## src/rtl/flex_pipe_pkg.sv

```systemverilog
package flex_pipe_pkg;

    localparam int DATA_W    = 16;
    localparam int NODE_W    = 4;
    localparam int COORD_W   = NODE_W / 2;
    localparam int VC_W      = 2;
    localparam int PORT_W    = 3;
    localparam int DEPTH_W   = 3;
    localparam int RATIO_W   = 3;
    localparam int NUM_STEPS = 4;

    typedef enum logic [1:0] {
        FK_BODY = 2'b00,
        FK_HEAD = 2'b01,
        FK_TAIL = 2'b10,
        FK_SOLO = 2'b11
    } flit_kind_e;

    typedef enum logic [PORT_W-1:0] {
        PT_LOCAL = 3'd0,
        PT_EAST  = 3'd1,
        PT_WEST  = 3'd2,
        PT_NORTH = 3'd3,
        PT_SOUTH = 3'd4
    } port_e;

    typedef struct packed {
        flit_kind_e          kind;
        logic [NODE_W-1:0]   dest;
        logic [DATA_W-1:0]   data;
        port_e               port;
        logic [VC_W-1:0]     vc;
    } flit_t;

    function automatic logic opens_packet(input flit_kind_e k);
        return (k == FK_HEAD) || (k == FK_SOLO);
    endfunction

    // Dimension-ordered routing: x first, then y.
    function automatic port_e xy_route(input logic [NODE_W-1:0] d, input int mx, input int my);
        int dx;
        int dy;
        dx = int'(d[COORD_W-1:0]);
        dy = int'(d[NODE_W-1:COORD_W]);
        if (dx > mx)      return PT_EAST;
        else if (dx < mx) return PT_WEST;
        else if (dy > my) return PT_NORTH;
        else if (dy < my) return PT_SOUTH;
        else              return PT_LOCAL;
    endfunction

    // Router-to-core clock ratio to register depth.
    function automatic logic [DEPTH_W-1:0] ratio_to_depth(input logic [RATIO_W-1:0] r);
        if (r <= RATIO_W'(1))      return DEPTH_W'(4);
        else if (r <= RATIO_W'(3)) return DEPTH_W'(2);
        else                       return DEPTH_W'(1);
    endfunction

endpackage

```

## src/rtl/flex_route_step.sv

```systemverilog
module flex_route_step
    import flex_pipe_pkg::*;
#(
    parameter int MY_X = 1,
    parameter int MY_Y = 1
) (
    input  logic  clk,
    input  logic  rst,
    input  logic  fire,
    input  flit_t in_flit,
    output flit_t out_flit
);
    port_e held_q;
    port_e fresh;

    always_comb begin
        fresh    = xy_route(in_flit.dest, MY_X, MY_Y);
        out_flit = in_flit;
        out_flit.port = opens_packet(in_flit.kind) ? fresh : held_q;
    end

    // The head's port is kept for the rest of its packet.
    always_ff @(posedge clk) begin
        if (rst)
            held_q <= PT_LOCAL;
        else if (fire && opens_packet(in_flit.kind))
            held_q <= fresh;
    end
endmodule

```

## src/rtl/flex_vc_step.sv

```systemverilog
module flex_vc_step
    import flex_pipe_pkg::*;
#(
    parameter int NUM_VC = 4
) (
    input  logic  clk,
    input  logic  rst,
    input  logic  fire,
    input  flit_t in_flit,
    output flit_t out_flit
);
    localparam logic [VC_W-1:0] LAST_VC = VC_W'(NUM_VC - 1);

    logic [VC_W-1:0] next_q;
    logic [VC_W-1:0] held_q;
    logic            is_head;

    always_comb begin
        is_head  = opens_packet(in_flit.kind);
        out_flit = in_flit;
        out_flit.vc = is_head ? next_q : held_q;
    end

    // Single-requester allocator: one free VC offered per head, in rotation.
    always_ff @(posedge clk) begin
        if (rst) begin
            next_q <= '0;
            held_q <= '0;
        end else if (fire && is_head) begin
            held_q <= next_q;
            next_q <= (next_q == LAST_VC) ? '0 : next_q + 1'b1;
        end
    end
endmodule

```

## src/rtl/flex_stage.sv

```systemverilog
module flex_stage
    import flex_pipe_pkg::*;
(
    input  logic  clk,
    input  logic  rst,
    input  logic  bypass,
    input  logic  gate,
    input  logic  up_valid,
    input  flit_t up_flit,
    input  logic  down_ready,
    output logic  up_ready,
    output logic  dn_valid,
    output flit_t dn_flit,
    output logic  held
);
    logic  v_q;
    flit_t f_q;

    assign up_ready = gate && (bypass ? down_ready : (!v_q || down_ready));
    assign dn_valid = bypass ? (up_valid && gate) : v_q;
    assign dn_flit  = bypass ? up_flit : f_q;
    assign held     = v_q;

    always_ff @(posedge clk) begin
        if (rst) begin
            v_q <= 1'b0;
            f_q <= '0;
        end else if (bypass) begin
            v_q <= 1'b0;
        end else if (!v_q || down_ready) begin
            v_q <= up_valid && gate;
            if (up_valid && gate)
                f_q <= up_flit;
        end
    end
endmodule

```

## src/rtl/flex_depth_ctrl.sv

```systemverilog
module flex_depth_ctrl
    import flex_pipe_pkg::*;
(
    input  logic               clk,
    input  logic               rst,
    input  logic               cfg_load,
    input  logic               cfg_auto,
    input  logic [DEPTH_W-1:0] cfg_depth,
    input  logic [RATIO_W-1:0] cfg_ratio,
    input  logic               pipe_empty,
    output logic [DEPTH_W-1:0] depth,
    output logic               pending
);
    localparam logic [DEPTH_W-1:0] FULL_DEPTH = DEPTH_W'(NUM_STEPS);

    logic [DEPTH_W-1:0] depth_q;
    logic [DEPTH_W-1:0] tgt_q;
    logic               pend_q;
    logic [DEPTH_W-1:0] req_depth;
    logic               req_ok;

    always_comb begin
        req_depth = cfg_auto ? ratio_to_depth(cfg_ratio) : cfg_depth;
        req_ok    = cfg_auto || ((cfg_depth != '0) && (cfg_depth <= FULL_DEPTH));
    end

    always_ff @(posedge clk) begin
        if (rst) begin
            depth_q <= FULL_DEPTH;
            tgt_q   <= FULL_DEPTH;
            pend_q  <= 1'b0;
        end else if (cfg_load && req_ok) begin
            pend_q <= 1'b1;
            tgt_q  <= req_depth;
        end else if (pend_q && pipe_empty) begin
            depth_q <= tgt_q;
            pend_q  <= 1'b0;
        end
    end

    assign depth   = depth_q;
    assign pending = pend_q;
endmodule

```

## src/rtl/flex_flit_pipe.sv

```systemverilog
module flex_flit_pipe
    import flex_pipe_pkg::*;
#(
    parameter int MY_X   = 1,
    parameter int MY_Y   = 1,
    parameter int NUM_VC = 4
) (
    input  logic               clk,
    input  logic               rst,
    input  logic               in_valid,
    output logic               in_ready,
    input  logic [1:0]         in_kind,
    input  logic [NODE_W-1:0]  in_dest,
    input  logic [DATA_W-1:0]  in_data,
    output logic               sw_req,
    input  logic               sw_grant,
    output logic               out_valid,
    output logic [1:0]         out_kind,
    output logic [PORT_W-1:0]  out_port,
    output logic [VC_W-1:0]    out_vc,
    output logic [DATA_W-1:0]  out_data,
    input  logic               cfg_load,
    input  logic               cfg_auto,
    input  logic [DEPTH_W-1:0] cfg_depth,
    input  logic [RATIO_W-1:0] cfg_ratio,
    output logic [DEPTH_W-1:0] cur_depth
);
    localparam int RC_STEP = 0;
    localparam int VA_STEP = 1;
    localparam int SA_STEP = 2;
    localparam int LAST    = NUM_STEPS - 1;

    logic [NUM_STEPS:0]   s_vld;
    logic [NUM_STEPS:0]   s_rdy;
    flit_t                s_flit   [NUM_STEPS+1];
    flit_t                stp_flit [NUM_STEPS];
    logic [NUM_STEPS-1:0] bypass;
    logic [NUM_STEPS-1:0] gate;
    logic [NUM_STEPS-1:0] held;
    logic                 pending;
    logic                 pipe_empty;
    flit_t                entry_flit;

    always_comb begin
        entry_flit      = '0;
        entry_flit.kind = flit_kind_e'(in_kind);
        entry_flit.dest = in_dest;
        entry_flit.data = in_data;
    end

    assign s_vld[0]         = in_valid && !pending;
    assign s_flit[0]        = entry_flit;
    assign in_ready         = s_rdy[0] && !pending;
    assign s_rdy[NUM_STEPS] = 1'b1;
    assign pipe_empty       = ~|held;

    flex_depth_ctrl u_depth (
        .clk        (clk),
        .rst        (rst),
        .cfg_load   (cfg_load),
        .cfg_auto   (cfg_auto),
        .cfg_depth  (cfg_depth),
        .cfg_ratio  (cfg_ratio),
        .pipe_empty (pipe_empty),
        .depth      (cur_depth),
        .pending    (pending)
    );

    for (genvar k = 0; k < NUM_STEPS; k++) begin : g_step
        // The register after the last step is never bypassed.
        if (k == LAST) begin : g_keep
            assign bypass[k] = 1'b0;
        end else begin : g_mux
            assign bypass[k] = (cur_depth <= DEPTH_W'(k + 1));
        end

        if (k == SA_STEP) begin : g_sa_gate
            assign gate[k] = sw_grant;
        end else begin : g_free
            assign gate[k] = 1'b1;
        end

        if (k == RC_STEP) begin : g_rc
            flex_route_step #(.MY_X(MY_X), .MY_Y(MY_Y)) u_rc (
                .clk      (clk),
                .rst      (rst),
                .fire     (s_vld[k] && s_rdy[k]),
                .in_flit  (s_flit[k]),
                .out_flit (stp_flit[k])
            );
        end else if (k == VA_STEP) begin : g_va
            flex_vc_step #(.NUM_VC(NUM_VC)) u_va (
                .clk      (clk),
                .rst      (rst),
                .fire     (s_vld[k] && s_rdy[k]),
                .in_flit  (s_flit[k]),
                .out_flit (stp_flit[k])
            );
        end else begin : g_pass
            assign stp_flit[k] = s_flit[k];
        end

        flex_stage u_stage (
            .clk        (clk),
            .rst        (rst),
            .bypass     (bypass[k]),
            .gate       (gate[k]),
            .up_valid   (s_vld[k]),
            .up_flit    (stp_flit[k]),
            .down_ready (s_rdy[k+1]),
            .up_ready   (s_rdy[k]),
            .dn_valid   (s_vld[k+1]),
            .dn_flit    (s_flit[k+1]),
            .held       (held[k])
        );
    end

    assign sw_req    = s_vld[SA_STEP];
    assign out_valid = s_vld[NUM_STEPS];
    assign out_kind  = s_flit[NUM_STEPS].kind;
    assign out_port  = s_flit[NUM_STEPS].port;
    assign out_vc    = s_flit[NUM_STEPS].vc;
    assign out_data  = s_flit[NUM_STEPS].data;
endmodule

```

## config.mk

```make
export PLATFORM = sky130hd
export DESIGN_NAME = flex_flit_pipe
export DESIGN_NICKNAME = d
export VERILOG_FILES = /design/src/rtl/flex_pipe_pkg.sv /design/src/rtl/flex_route_step.sv /design/src/rtl/flex_vc_step.sv /design/src/rtl/flex_stage.sv /design/src/rtl/flex_depth_ctrl.sv /design/src/rtl/flex_flit_pipe.sv
export SDC_FILE = /design/constraint.sdc
export NUM_CORES = 1
export LEC_CHECK = 0
export BUFFER_PORTS_ARGS = -buffer_cell sky130_fd_sc_hd__buf_2
export CAP_MARGIN = 15
export CORE_ASPECT_RATIO = 1.75
export CORE_UTILIZATION = 62
export CTS_BUF_LIST = sky130_fd_sc_hd__clkbuf_8 sky130_fd_sc_hd__clkbuf_16
export DETAILED_ROUTE_END_ITERATION = 7
export PLACE_DENSITY = 0.85
export SLEW_MARGIN = 25
export SYNTH_ARGS = -nofsm -noshare
export SYNTH_HDL_FRONTEND = slang
export SYNTH_SLANG_ARGS = --single-unit
```

## constraint.sdc

```tcl
create_clock -name clk -period 2.8 [get_ports clk]
set_input_delay 0 -clock clk [delete_from_list [all_inputs] [get_ports clk]]
set_output_delay 0 -clock clk [all_outputs]
set_load 0.02 [all_outputs]
```

==> impl_metrics.csv <==
group,metric,value,unit
die,die_w,67.8,µm
placement,placed_area,5020,µm²
setup_path,startpoint_type,"flip-flop",
global_route,grt_pass1_vias,4127,
setup_path,worst_path_largest_cell_delay,990,ps
setup_path,rrSetupSlack,450,ps
logic_synthesis,syn_nets,580,
global_route,gr-total-overflow,0,
logic_synthesis,seq_area_frac_synth,46.0,%
logic_synthesis,netlist-cell-type-count,41,
global_route,antenna_found_initial,0,
finish,antennaDiodeCount,0,
timing,hold_viol,0,
logic_synthesis,netlist_area,4700,µm²
pwr,power,3.45,mW
timing,setup_tns,0,ps
min_path,min_to,"g_step[0].g_rc.u_rc.held_q[2]",
clock_tree,post_cts.repair.setup_buffers,0,
logic_synthesis,avgSynthCellArea,8.63,µm²
pwr,p_leak,2.10,nW
detailed_routing,dr_total_vias,4243,
timing,layout_min_cycle_time,2350,ps
die,coreArea,7280,µm²
finish,areaGrowthSynthToFinish,17.3,%
logic_synthesis,ys.flop_type,"dfxtp_1",
logic_synthesis,synth_edf_count,0,
die,chipHeight,117,µm
min_path,hold_path_startpoint,"in_dest[2]",
timing,fmax,425,MHz
timing,setup_viol,0,
logic_synthesis,yosysTopAreaCellShare,46.0,%
timing,worst_slew_pin_slew,1010,ps
logic_synthesis,async_flop_share,0,%
placement,dpl_worst_slack,553,ps
timing,relSlewSlack,32.5,%
setup_path,cp.arrival,2600,ps
detailed_routing,post_drt_wl_per_cell,17.4,µm
pwr,ir_drop,0.440,mV
detailed_routing,routed_via_density,6.13,
logic_synthesis,syn_inst,545,
die,dieArea,7950,µm²
finish,nFillCells,535,
timing,finClkSkew,5.94,ps
die,num_io_pins,63,
timing,rsz0062_at_grt,"no",
setup_path,worstSetupPathType,"reg -> reg",
setup_path,r2r-start,"g_step[1].u_stage.held",
clock_tree,cts_root_buf,"clkbuf_16",
timing,finalCritPeriodShare,83.9,%
timing,fin_ws,449,ps
setup_path,crit_chain,"o21ai_1, o21ai_2, buf_4, o211ai_1, o32ai_1",
finish,final_common_cell,"dfxtp_1",
setup_path,endpoint_kind,"flip-flop",
run,maxCapViolations,0,
finish,finalNetCount,636,
finish,mostFrequentLayoutCells,"107 x dfxtp_1, 96 x nor2_1, 61 x buf_2",
logic_synthesis,ys_ff_latch,108,
min_path,hp-class,"in -> reg",
clock_tree,clkLatencyLatePin,350,ps
logic_synthesis,ys_warn_count,0,
setup_path,cpMaxStageDelayCell,"dfxtp_1",
detailed_routing,drc,0,
detailed_routing,dr.pass1.iters,5,
setup_path,required,3050,ps
clock_tree,clock_sinks,108,
min_path,hold_depth,4,
placement,place.gp.congestion,0.908,
setup_path,path_max_fanout,27,
timing,slew_violations,0,
pwr,power_density,625,nW/µm²
detailed_routing,finalWirelength,12.0,mm
run_status,status,"completed",
logic_synthesis,yosysTopAreaCell,"dfxtp_1",
clock_tree,clk_path_buf_depth,2,
clock_tree,htree_levels,3,
finish,fin_area,5520,µm²
placement,buffer_ports.inserted,61,
die,fp-row-count,41,
global_route,grt_first_pass_wirelength,19.4,mm
detailed_routing,drt-initial-drc-count,370,
finish,layout-drive-gt1-share,16.5,%
setup_path,reg2reg_depth,5,
global_route,track_usage,33.5,%
clock_tree,clk_pin_slew_worst_paths,70,ps
global_route,grt_max_degree,58,
clock_tree,cts_buffers,9,
placement,dp_hpwl,7.70,mm
clock_tree,cts_tree,"built",
die,start_util,64.6,%
detailed_routing,ant_nets,0,
timing,timing.hold.ws,11.0,ps
setup_path,reg2reg_to,"g_step[3].u_stage.f_q[2]",
logic_synthesis,synth_top_cells_by_area,"dfxtp_1 46%, mux2i_1 11%, a211oi_1 8.8%, nor2_1 7.7%, a21oi_1 6.0%",
repair_timing:
item,4_1_cts,5_1_grt
resized for setup,0,0
endpoints found under the hold margin,21,0
hold buffers,19,0
cell usage after synthesis, types with 3 or more instances:
master / instances
mux2i_1: 54
a21oi_1: 56
or3_1: 4
clkbuf_1: 31
inv_1: 4
buf_1: 3
nand2_1: 41
nand2b_1: 8
nand4_1: 18
dfxtp_1: 108
buf_2: 13
o21ai_0: 4
a211oi_1: 55
o22ai_1: 3
nor2b_1: 6
o211ai_1: 7
nor2_1: 97
per-stage QoR:
| stage | utilization (%) | std cells |
|---|---|---|
| 2_1_floorplan | - | 545 |
| 5_1_grt | 75.7 | 692 |
| 3_3_place_gp | 69.0 | 657 |
| 3_5_place_dp | 69.0 | 657 |
| 4_1_cts | 75.7 | 692 |
| 6_report | 75.7 | 692 |
state kept, by name, indices dropped and copies added, names as in the netlist:
register and cells:
u_depth.pending 1, u_depth.depth 3, g_step.u_stage.held 4, g_step.u_stage.f_q 90
u_depth.tgt_q 3, g_step.g_va.u_va.held_q 2, g_step.g_rc.u_rc.held_q 3, g_step.g_va.u_va.next_q 2
worst max-delay path: cells and delay by family, from the launching register on:
kind                   cells  cell delay [ps]
AOI/OAI and AO/OA          4              990
DFF                        1              990
buffers and inverters      1              270
how the worst max path moves through the flow:
stage	from	end	slack [ps]	cells past startpoint
final	g_step[1].u_stage.held	g_step[3].u_stage.f_q[2]	450	5
after global routing	u_depth.depth[2]	g_step[3].u_stage.f_q[2]	320	6
after CTS	u_depth.depth[2]	g_step[3].u_stage.f_q[2]	530	6
after detailed placement	u_depth.depth[2]	g_step[3].u_stage.f_q[2]	550	6
after global placement	g_step[1].u_stage.held	g_step[3].u_stage.f_q[2]	670	5
after floorplan	u_depth.depth[1]	g_step[1].g_va.u_va.next_q[0]	840	8
cells by family (layout without fill, tap and decap cells):
group | count (synthesis) | in the layout | share of synthesized area [%]
simple gates | 189 | 189 | 18.1
compound gates | 140 | 140 | 19.2
flops | 108 | 108 | 46.0
mux | 56 | 56 | 12.0
buf+inv | 51 | 112 | 4.42
fa+ha+maj | 1 | 1 | 0.266
power breakdown:
part | total (mW) | switching [mW] | internal, mW | leakage, nW
Sequential | 1.68 | 0.0713 | 1.61 | 0.878
Clock | 1.29 | 0.550 | 0.736 | 0.155
Combinational | 0.476 | 0.290 | 0.187 | 1.07
Total | 3.45 | 0.911 | 2.54 | 2.10
routing by layer:
metal / part of all wire (%) / wire length, µm / GRT usage, % / up-vias
li1: - / - / - / 2060
met2: 52 / 6300 / 57.2 / 158
met1: 34 / 4140 / 32.4 / 1961
met5: 0 / 0 / 0 / -
met3: 5.1 / 617 / 9.69 / 64
met4: 8.2 / 982 / 26.9 / 0
final cells by class:
cell class	instances	area (µm²)	share of cell area, %
sequential	108	2160	39.2
multi-input combinational	386	2340	42.5
clock inverter	5	50.0	0.907
tap	86	108	1.95
clock buffer	11	253	4.58
timing repair buffer	92	586	10.6
inverter	4	15.0	0.272
Power figures use the tool's default switching activity.
